===== src/rtl/cmd_bank_mapper_pkg.sv =====
package cmd_bank_mapper_pkg;
  localparam int NUM_CHR   = 6;
  localparam int NUM_PRG   = 2;
  localparam int NUM_SLOTS = 8;
  localparam int DATA_W    = 8;

  typedef struct packed {
    logic [NUM_CHR-1:0] chrLoad;
    logic [NUM_PRG-1:0] prgLoad;
    logic [DATA_W-1:0]  value;
  } bank_strobe_t;
endpackage


===== src/rtl/mapper_ctrl.sv =====
module mapper_ctrl
  import cmd_bank_mapper_pkg::*;
#(
  parameter logic [15:0] DEC_MASK = 16'hF001,
  parameter logic [15:0] CMD_ADDR = 16'h8000,
  parameter logic [15:0] DAT_ADDR = 16'h8001
) (
  input  logic              clk,
  input  logic              rstN,
  input  logic              cpuWrEn,
  input  logic [15:0]       cpuAddr,
  input  logic [DATA_W-1:0] cpuData,
  output bank_strobe_t      strobe
);
  localparam int CMD_W = $clog2(NUM_CHR + NUM_PRG);

  logic             cmdHit;
  logic             dataHit;
  logic [CMD_W-1:0] cmdQ;

  assign cmdHit  = cpuWrEn && ((cpuAddr & DEC_MASK) == CMD_ADDR);
  assign dataHit = cpuWrEn && ((cpuAddr & DEC_MASK) == DAT_ADDR);

  always_ff @(posedge clk) begin
    if (!rstN)       cmdQ <= '0;
    else if (cmdHit) cmdQ <= cpuData[CMD_W-1:0];
  end

  always_comb begin
    strobe       = '0;
    strobe.value = cpuData;
    for (int i = 0; i < NUM_CHR; i++)
      strobe.chrLoad[i] = dataHit && (cmdQ == CMD_W'(i));
    for (int j = 0; j < NUM_PRG; j++)
      strobe.prgLoad[j] = dataHit && (cmdQ == CMD_W'(NUM_CHR + j));
  end
endmodule


===== src/rtl/mapper_datapath.sv =====
module mapper_datapath
  import cmd_bank_mapper_pkg::*;
#(
  parameter int PRG_W = 8,
  parameter int CHR_W = 5
) (
  input  logic             clk,
  input  logic             rstN,
  input  bank_strobe_t     strobe,
  input  logic [1:0]       prgWin,
  input  logic             ppuEn,
  input  logic [3:0]       ppuAddrHi,
  output logic [PRG_W-1:0] prgBank,
  output logic [CHR_W-1:0] chrBank,
  output logic             ntA10
);
  localparam int SEL_BIT = CHR_W;
  localparam logic [PRG_W-1:0] PRG_LAST   = '1;
  localparam logic [PRG_W-1:0] PRG_SECOND = PRG_LAST - 1'b1;

  logic [CHR_W-1:0]     chrReg  [NUM_CHR];
  logic [PRG_W-1:0]     prgReg  [NUM_PRG];
  logic [NUM_SLOTS-1:0] slotSel;
  logic [2:0]           slotQ;

  for (genvar i = 0; i < NUM_CHR; i++) begin : g_chr
    always_ff @(posedge clk) begin
      if (!rstN)                  chrReg[i] <= '0;
      else if (strobe.chrLoad[i]) chrReg[i] <= strobe.value[CHR_W-1:0];
    end
  end

  for (genvar s = 0; s < NUM_SLOTS; s++) begin : g_slot
    localparam int OWNER = (s < 4) ? (s / 2) : (s - 2);
    always_ff @(posedge clk) begin
      if (!rstN)                      slotSel[s] <= 1'b0;
      else if (strobe.chrLoad[OWNER]) slotSel[s] <= strobe.value[SEL_BIT];
    end
  end

  for (genvar j = 0; j < NUM_PRG; j++) begin : g_prg
    always_ff @(posedge clk) begin
      if (!rstN)                  prgReg[j] <= '0;
      else if (strobe.prgLoad[j]) prgReg[j] <= strobe.value[PRG_W-1:0];
    end
  end

  always_ff @(posedge clk) begin
    if (!rstN)                      slotQ <= '0;
    else if (ppuEn && !ppuAddrHi[3]) slotQ <= ppuAddrHi[2:0];
  end

  assign ntA10 = slotSel[slotQ];

  always_comb begin
    case (prgWin)
      2'd0:    prgBank = prgReg[0];
      2'd1:    prgBank = prgReg[1];
      2'd2:    prgBank = PRG_SECOND;
      default: prgBank = PRG_LAST;
    endcase
  end

  logic [CHR_W-1:0] wideVal;
  logic [CHR_W-1:0] fineVal;

  assign wideVal = chrReg[{2'b00, ppuAddrHi[1]}];
  assign fineVal = chrReg[3'd2 + {1'b0, ppuAddrHi[1:0]}];
  assign chrBank = ppuAddrHi[2] ? fineVal : {wideVal[CHR_W-1:1], ppuAddrHi[0]};
endmodule


===== src/rtl/cmd_bank_mapper.sv =====
module cmd_bank_mapper
  import cmd_bank_mapper_pkg::*;
#(
  parameter int PRG_W = 8,
  parameter int CHR_W = 5
) (
  input  logic             clk,
  input  logic             rstN,
  input  logic             cpuWrEn,
  input  logic [15:0]      cpuAddr,
  input  logic [7:0]       cpuData,
  input  logic             ppuEn,
  input  logic [3:0]       ppuAddrHi,
  output logic [PRG_W-1:0] prgBank,
  output logic [CHR_W-1:0] chrBank,
  output logic             ntA10
);
  bank_strobe_t strobe;

  mapper_ctrl i_ctrl (
    .clk     (clk),
    .rstN    (rstN),
    .cpuWrEn (cpuWrEn),
    .cpuAddr (cpuAddr),
    .cpuData (cpuData),
    .strobe  (strobe)
  );

  mapper_datapath #(.PRG_W(PRG_W), .CHR_W(CHR_W)) i_dp (
    .clk       (clk),
    .rstN      (rstN),
    .strobe    (strobe),
    .prgWin    (cpuAddr[14:13]),
    .ppuEn     (ppuEn),
    .ppuAddrHi (ppuAddrHi),
    .prgBank   (prgBank),
    .chrBank   (chrBank),
    .ntA10     (ntA10)
  );
endmodule


===== config.mk =====
export PLATFORM = sky130hd
export DESIGN_NAME = cmd_bank_mapper
export DESIGN_NICKNAME = d
export VERILOG_FILES = /design/src/rtl/cmd_bank_mapper_pkg.sv /design/src/rtl/mapper_ctrl.sv /design/src/rtl/mapper_datapath.sv /design/src/rtl/cmd_bank_mapper.sv
export SDC_FILE = /design/constraint.sdc
export NUM_CORES = 1
export LEC_CHECK = 0
export BUFFER_PORTS_ARGS = -buffer_cell sky130_fd_sc_hd__buf_4
export CAP_MARGIN = 0
export CORE_AREA = 10 10 66 122
export CTS_BUF_LIST = sky130_fd_sc_hd__clkbuf_4 sky130_fd_sc_hd__clkbuf_8 sky130_fd_sc_hd__clkbuf_16
export CTS_CLUSTER_DIAMETER = 200
export DETAILED_ROUTE_END_ITERATION = 16
export DIE_AREA = 0 0 76 132
export GPL_ROUTABILITY_DRIVEN = 0
export PLACE_DENSITY = 0.72
export SYNTH_ARGS = -nofsm -noshare
export SYNTH_HDL_FRONTEND = slang
export SYNTH_SLANG_ARGS = --single-unit
export TNS_END_PERCENT = 20

===== constraint.sdc =====
create_clock -name clk -period 1.9 [get_ports clk]
set_input_delay 0 -clock clk [delete_from_list [all_inputs] [get_ports clk]]
set_output_delay 0 -clock clk [all_outputs]
set_load 0.005 [all_outputs]

# Yosys cells after proc, flatten, opt, wreduce, memory -nomap -nowiden
# Memory sizes are Yosys's and may differ from the RTL's.
# Cells that the tools add are included.
# W data, S select, Z words.
[totals] ff_bits=12 latch_bits=0 ram_bits=46 romBits=0 output_inout_bits=14 memories=2
[memory_table] memory="i_dp.chrReg" depth=6 word_bits=5 read_ports=2 rd_clocked_by_memory_dff=0 wr=6 line="mapper_datapath.sv:21" rtl="logic [CHR_W-1:0] chrReg [NUM_CHR];"
[memory_table] memory="i_dp.prgReg" depth=2 word_bits=8 read_ports=2 rd_clocked_by_memory_dff=0 wr=2 line="mapper_datapath.sv:22" rtl="logic [PRG_W-1:0] prgReg [NUM_PRG];"
[op_classes] n_addsub=1 n_mul=0 div=0 magnitude_cmp=1 n_eq_ne=11 n_shift=0 mux=37 bitwise_logic=8 reduce_logical=14
[ops] op="$mux W5" n=7
[ops] op="$mux W1" n=26
[ops] op="$pmux W8 S3" n=1
[ops] op="$mux W8" n=2
[ops] op="$eq A3 B3 Y1 const B" n=4
[ops] op="$logic_and A1 B1 Y1" n=11
[ops] op="$eq A5 B5 Y1 const B" n=2
[ops] op="$or A1 B1 Y1" n=8
[ops] op="$eq A3 B2 Y1 const B" n=2
[ops] op="$lt A3 B4 Y1 const B" n=1
[ops] op="$add A2 B2 Y3 const A" n=1
[ops] op="$bmux W1 S3" n=1
[ops] op="$eq A3 B1 Y1 const B" n=1
[ops] op="$logic_not A3 Y1" n=1
[ops] op="$eq A2 B1 Y1 const B" n=1
[ops] op="$eq A2 B2 Y1 const B" n=1
[ops] op="$logic_not A2 Y1" n=1
[ops] op="$logic_not A1 Y1" n=1

# Depth between registers and ports, before layout
# Gate-level depths: netlist of the first run.
[depth] ltp_word=7 mapped_depth=4 depth_no_buf=3

# Hierarchy
# A second synthesis of the first run with hierarchy kept.
[unflattened] cells_unflattened=220 hier_area_um2=2727.6
[by_module_without_submodules] mod="mapper_datapath" instances=1 cells_per_inst=183 area_each_um2=2452.4
[by_module_without_submodules] mod="mapper_ctrl" instances=1 cells_per_inst=37 area_each_um2=275.3

# Least setup slack after synthesis of the first run
# Ideal clock, no wire load.
[synth_path] path_kind="register -> register" startpoint="reg i_ctrl.cmdQ[0]" endpoint="mem i_dp.chrReg[4][0], enable pin" setup_time_ns=0.313 arrival_ns=1.051 required_ns=1.587 setup_slack_ns=0.537 stages_incl_launch_ff=4 path_buffers=0 synth_period_minus_slack_ns=1.363 path_cell_list="dfxtp_1 -> nor4b_2 -> nand3_1 -> nand2_1"
[synth_rtl] item="start, declared" line="mapper_ctrl.sv:19" rtl="logic [CMD_W-1:0] cmdQ;"
[synth_rtl] item="start signal, assigned" line="mapper_ctrl.sv:26" rtl="else if (cmdHit) cmdQ <= cpuData[CMD_W-1:0];"
[synth_rtl] item="end, declared" line="mapper_datapath.sv:21"

==> run summary, run 1 <==
Max stage delay cell, worst path: dfxtp_1
Number of synthesized register bits: 56
Yosys top cell area share: 49.6%
YS warnings: 0
Number of global-route vias before repair: 1907
Die Area: 0.0100 mm²
Clock Sink Count: 56
Fmax: 0.601 GHz
Clock power share: 37.2%
Kind of critical path: reg2reg
Req. time, crit path: 1.87 ns
Worst-Skew Late Latency: 0.31 ns
EDFF count, synth: 44
Layout Area Growth over Synthesis: 18.5%
Row cnt: 40
Hold Path Class: in2reg
Synth async-reset ratio: 0%
Routed WL per cell: 16.8 µm
Largest family of logic cells by synthesized area: simple AND/OR/NAND/NOR gates
Syn_nets: 267
Combinational share of power: 8.8%
Die W: 76 µm
CP Data Arrival Time: 1.63 ns
Fraction of layout cells with a size suffix above 1: 22.9%
Fin Setup TNS: 0 ns
Clock Tree Root: clkbuf_16
Antenna violations before repair: 0
Worst vdd ir: 779 µV
CTS hold repair buffers: 3
Max cap viols: 0
Top post-synthesis cells by area: edfxtp_1, dfxtp_1, mux2i_1
Adder-cell share of the synthesized area: 0%
NetSw: 573 µW
Compound-cell area share of the yosys netlist: 4.13%
Internal power: 1.95 mW
Leading area contributor after synthesis: edfxtp_1
Buf/Inv on CP: 0
Post-Synth Simple-Gate Area: 22.9%
Ys flop type: edfxtp_1
Post-route minimum period: 1.66 ns
Met2 wire length: 3590 µm
RSZ-0062 raised after global routing: false
GRT overflow: 0
Highest metal layer with signal wires: met4
Startpoint types: flop
Routed length on met1: 1970 µm
PD cells: 797 mW/mm²
Flop pwr share: 54.1%
Crit. End Element: flop
Iteration-0 DRC Markers: 67
DRT Pass-1 Iters: 4
Post-CTS setup buffer count: 0
Crit path max-delay family: simple AND/OR/NAND/NOR gates
Die Y: 132 µm
Status: complete, no violations
Crit path cell chain: nor2b_1 -> nand4_1 -> nand2_1
Synth unique cells: 31
Clock Path Buffers: 2
Core ar.: 0.00606 mm²
Sw frac: 22.8%
Setup violations, final: 0
Via count: 1828
Least-Margin Pin Slew: 0.453 ns
Final hold violation count: 0
Total Routing Usage GR: 12.3%
P_leak: 1.20 nW
Post-CTS sizing: 0
Part of the cycle the worst path needs: 87.6%
Mapped cell area: 0.00267 mm²
H-tree depth: 2
Final WL: 5970 µm
Sequential area share after synthesis: 58.6%
Number of port buffers: 34
DRC errors left: 0
CTS tree: done
Pin count of the biggest net entering global routing: 30
Syn_area_per_cell: 11.3 µm²
TritonCTS buffer count: 5
I/O pins: 46
CP max stage delay: 0.51 ns
Total chip power: 2.52 mW
Total length of routed met3 wires: 227 µm
Cells after Synth: 235
Skew final: 0.00601 ns
Antenna Cells: 0
FILL cells: 541
Initial Utilization: 44.0%
Max Slew Vio Count: 0
Mux share of post-synthesis cell area: 11.4%
First-pass GRT wire length: 9560 µm
Post-DP HPWL: 4660 µm
Post-Synth XOR/XNOR Area: 0%
Final ANT Viol Nets: 0
Clk slew on worst S/H paths: 0.07 ns
Net count reported at finish: 302
Max-slew headroom: 69.7%
Crit Path Max Fanout: 8
Most frequent cells in the layout: nand2_1, edfxtp_1, nor2_1
Routed vias/inst: 5.15
## final cells by class
cell class	count	area, µm²	share of cell area (%)
Clock buffer	5	125	3.96
Clock inverter	3	23.8	0.752
Inverter	5	18.8	0.594
Multi-Input combinational cell	163	1020	32.4
Sequential cell	56	1560	49.4
Tap cell	84	105	3.33
Timing Repair Buffer	39	300	9.50
## kinds of logic (layout without fill, tap and decap cells)
logic type	after synthesis	in the layout
flops	56	56
mux	24	24
simple gates	124	124
compound gates	15	15
buf+inv	16	52
## power by group through the flow
stage	Combinational [mW]	Sequential [mW]	Clock (mW)
final	0.221	1.36	0.937
after floorplan	0.119	1.38	0
after global routing	0.241	1.37	1.00
after CTS	0.225	1.36	0.940
after global placement	0.217	1.39	0
after detailed placement	0.219	1.39	0
## registers in the layout, summed over array words and instances (netlist names)
| signal | cells |
|---|---|
| i_ctrl.cmdQ | 3 |
| i_dp.chrReg | 28 |
| i_dp.prgReg | 16 |
| i_dp.slotQ | 3 |
| i_dp.slotSel | 6 |
## layer usage
| layer | global-route usage, % | vias up |
|---|---|---|
| li1 | - | 903 |
| met1 | 10.0 | 867 |
| met2 | 24.5 | 46 |
| met3 | 3.55 | 12 |
| met4 | 6.57 | 0 |
| met5 | 0 | - |
## per-stage QoR
stage,worst slack [ns],area [µm²],cells,utilization (%),hold slack [ns]
final,0.236,3160,355,52.2,0.0254
after global routing,0.134,3160,355,52.2,0.0493
after CTS,0.237,3160,355,52.2,0.0238
after detailed placement,0.246,2980,344,49.2,0.293
after global placement,0.310,2980,344,49.2,0.292
after floorplan,0.537,2670,235,-,0.139
## synthesized netlist by cell type (2+ instances only)
cell	number
edfxtp_1	44
nand3_1	4
nor2_1	37
mux2i_1	18
o21ai_0	6
a211o_2	6
buf_2	4
nor2b_1	15
nor3_1	8
clkbuf_1	4
nand2_1	44
dfxtp_1	12
mux4_2	5
and2_1	2
nand4_1	6
inv_1	5
## worst min-delay path, delay by kind of cell
kind,cells,cell delay (ns)
AND/OR/NAND/NOR,2,0.13
buffers and inverters,1,0.08
## final timing paths
path | endpoint | depth (start not counted) | slack, ns | from
min reg2reg | i_dp.slotSel[3] | 2 | 0.46 | i_dp.slotSel[3]
min | i_dp.prgReg[1][6] | 3 | 0.03 | cpuData[6]
max reg2reg | i_dp.prgReg[0][3] | 3 | 0.24 | i_ctrl.cmdQ[1]
max | i_dp.prgReg[0][3] | 3 | 0.24 | i_ctrl.cmdQ[1]
Note: power is estimated with default switching activity, not from simulation.
==> inputs of run 2 (changes only) <==
--- a/config.mk
+++ b/config.mk
@@ -7,13 +7,13 @@
 export LEC_CHECK = 0
 export BUFFER_PORTS_ARGS = -buffer_cell sky130_fd_sc_hd__buf_4
 export CAP_MARGIN = 0
-export CORE_AREA = 10 10 66 122
+export CORE_AREA = 10 10 69 128
 export CTS_BUF_LIST = sky130_fd_sc_hd__clkbuf_4 sky130_fd_sc_hd__clkbuf_8 sky130_fd_sc_hd__clkbuf_16
 export CTS_CLUSTER_DIAMETER = 200
 export DETAILED_ROUTE_END_ITERATION = 16
-export DIE_AREA = 0 0 76 132
+export DIE_AREA = 0 0 79 138
 export GPL_ROUTABILITY_DRIVEN = 0
-export PLACE_DENSITY = 0.72
+export PLACE_DENSITY_LB_ADDON = 0.3
 export SYNTH_ARGS = -nofsm -noshare
 export SYNTH_HDL_FRONTEND = slang
 export SYNTH_SLANG_ARGS = --single-unit
==> run summary, run 2 (synthesis results as in run 1) <==
Antenna violations before repair: 0
GRT overflow: 0
TritonCTS buffer count: 5
Crit Reg-Reg Endpoint: i_dp.prgReg[0][2]
Hold Path Depth: 3
Total chip power: 2.44 mW
Max Slew Vio Count: 0
Worst-Skew Late Latency: 0.29 ns
Routed vias/inst: 5.01
First-pass GRT wire length: 9550 µm
DRC errors left: 0
Post-DP HPWL: 4730 µm
Largest registers: i_dp.chrReg x28, i_dp.prgReg x16, i_dp.slotSel x6
Hold Path Origin: cpuData[0]
DRT Pass-1 Iters: 4
RSZ-0062 raised after global routing: false
Skew final: 0.00253 ns
Most frequent cells in the layout: nand2_1, edfxtp_1, nor2_1
Fin Setup TNS: 0 ns
Clk slew on worst S/H paths: 0.06 ns
CTS tree: done
Final ANT Viol Nets: 0
Number of port buffers: 34
Fmax: 0.619 GHz
Die W: 79 µm
FILL cells: 718
Final hold violation count: 1
Max cap viols: 0
Least-Margin Pin Slew: 0.461 ns
FF-to-FF path depth: 3
Die Y: 138 µm
Layout Area Growth over Synthesis: 17.2%
Crit Path Max Fanout: 8
Total Routing Usage GR: 11.4%
Core ar.: 0.00689 mm²
Status: finished, violations left
Hold-critical path endpoint: i_ctrl.cmdQ[0]
Post-CTS sizing: 0
Largest register FFs: 28
Antenna Cells: 0
P_leak: 1.19 nW
Number of global-route vias before repair: 1957
FF-to-FF Start: i_ctrl.cmdQ[1]
I/O pins: 46
Crit. End Element: flop
Final Hold Slack: -0.00218 ns
Hold Path Class: in2reg
FF-to-FF setup slack: 0.28 ns
PD cells: 782 mW/mm²
Part of the cycle the worst path needs: 85.1%
Routed WL per cell: 16.5 µm
Violated checks: hold timing
Final WL: 5900 µm
Startpoint types: flop
Clock Sink Count: 56
Max-slew headroom: 69.2%
Req. time, crit path: 1.86 ns
Clock Tree Root: clkbuf_16
Row cnt: 43
Initial Utilization: 38.7%
Fraction of layout cells with a size suffix above 1: 21.7%
Iteration-0 DRC Markers: 80
Pin count of the biggest net entering global routing: 30
Net count reported at finish: 299
Die Area: 0.0109 mm²
Setup violations, final: 0
H-tree depth: 2
Via count: 1787
Clock Path Buffers: 2
Worst vdd ir: 790 µV
Largest Register: i_dp.chrReg
Post-route minimum period: 1.62 ns
Kind of critical path: reg2reg
CP Data Arrival Time: 1.57 ns
==> run 2: area by class of cell <==
class                   instances  area (µm²)  area share [%]
flip-flops and latches         56        1560            50.0
multi-input cells             163        1020            32.8
repair buffers                 36         273            8.73
clock buffers                   5         125            4.01
well taps                      90         113            3.61
inverters                       5        18.8           0.601
clock inverters                 2        7.51           0.240
==> run 2: worst max-delay path, stage by stage (launching register included) <==
cell	delay [ns]
dfxtp_1	0.50
nor2b_1	0.25
nand4_1	0.18
nand2_1	0.34
==> run 2: worst max-delay path by stage <==
stage | start | endpoint | slack, ns | cells after the start
floorplan | i_ctrl.cmdQ[0] | i_dp.chrReg[4][0] | 0.54 | 3
global placement | i_ctrl.cmdQ[1] | i_dp.prgReg[0][4] | 0.28 | 3
detailed placement | i_ctrl.cmdQ[1] | i_dp.prgReg[0][1] | 0.26 | 3
CTS | i_ctrl.cmdQ[1] | i_dp.prgReg[0][6] | 0.25 | 3
global route | i_ctrl.cmdQ[0] | i_dp.chrReg[4][3] | 0.13 | 3
finish | i_ctrl.cmdQ[1] | i_dp.prgReg[0][2] | 0.28 | 3
==> run 2: stage by stage <==
stage	setup slack (ns)	std cells	hold slack, ns	instance area [µm²]	utilization (%)
6_report	0.284	357	-0.00218	3120	45.3
5_1_grt	0.125	357	0.0278	3120	45.3
4_1_cts	0.254	357	0.00341	3120	45.3
3_5_place_dp	0.265	349	0.300	2980	43.3
3_3_place_gp	0.284	349	0.297	2980	43.3
2_1_floorplan	0.537	235	0.139	2670	-
==> run 2: routing by layer <==
layer,up-vias,share of wire [%],global-route usage (%)
li1,893,-,-
met1,849,34,9.79
met2,40,61,23.0
met3,5,3.8,2.73
met4,0,1.6,4.27
met5,-,0,0
==> run 2: where the power goes <==
part           internal [mW]  switching [mW]  leakage [nW]
combinational          0.100           0.114         0.569
sequential              1.35          0.0116         0.553
clock                  0.473           0.391        0.0648
total                   1.92           0.517          1.19
==> run 2: timing repair <==
item	CTS	global route
setup buffers	0	0
endpoints found under the hold margin	1	0
hold buffers	1	0
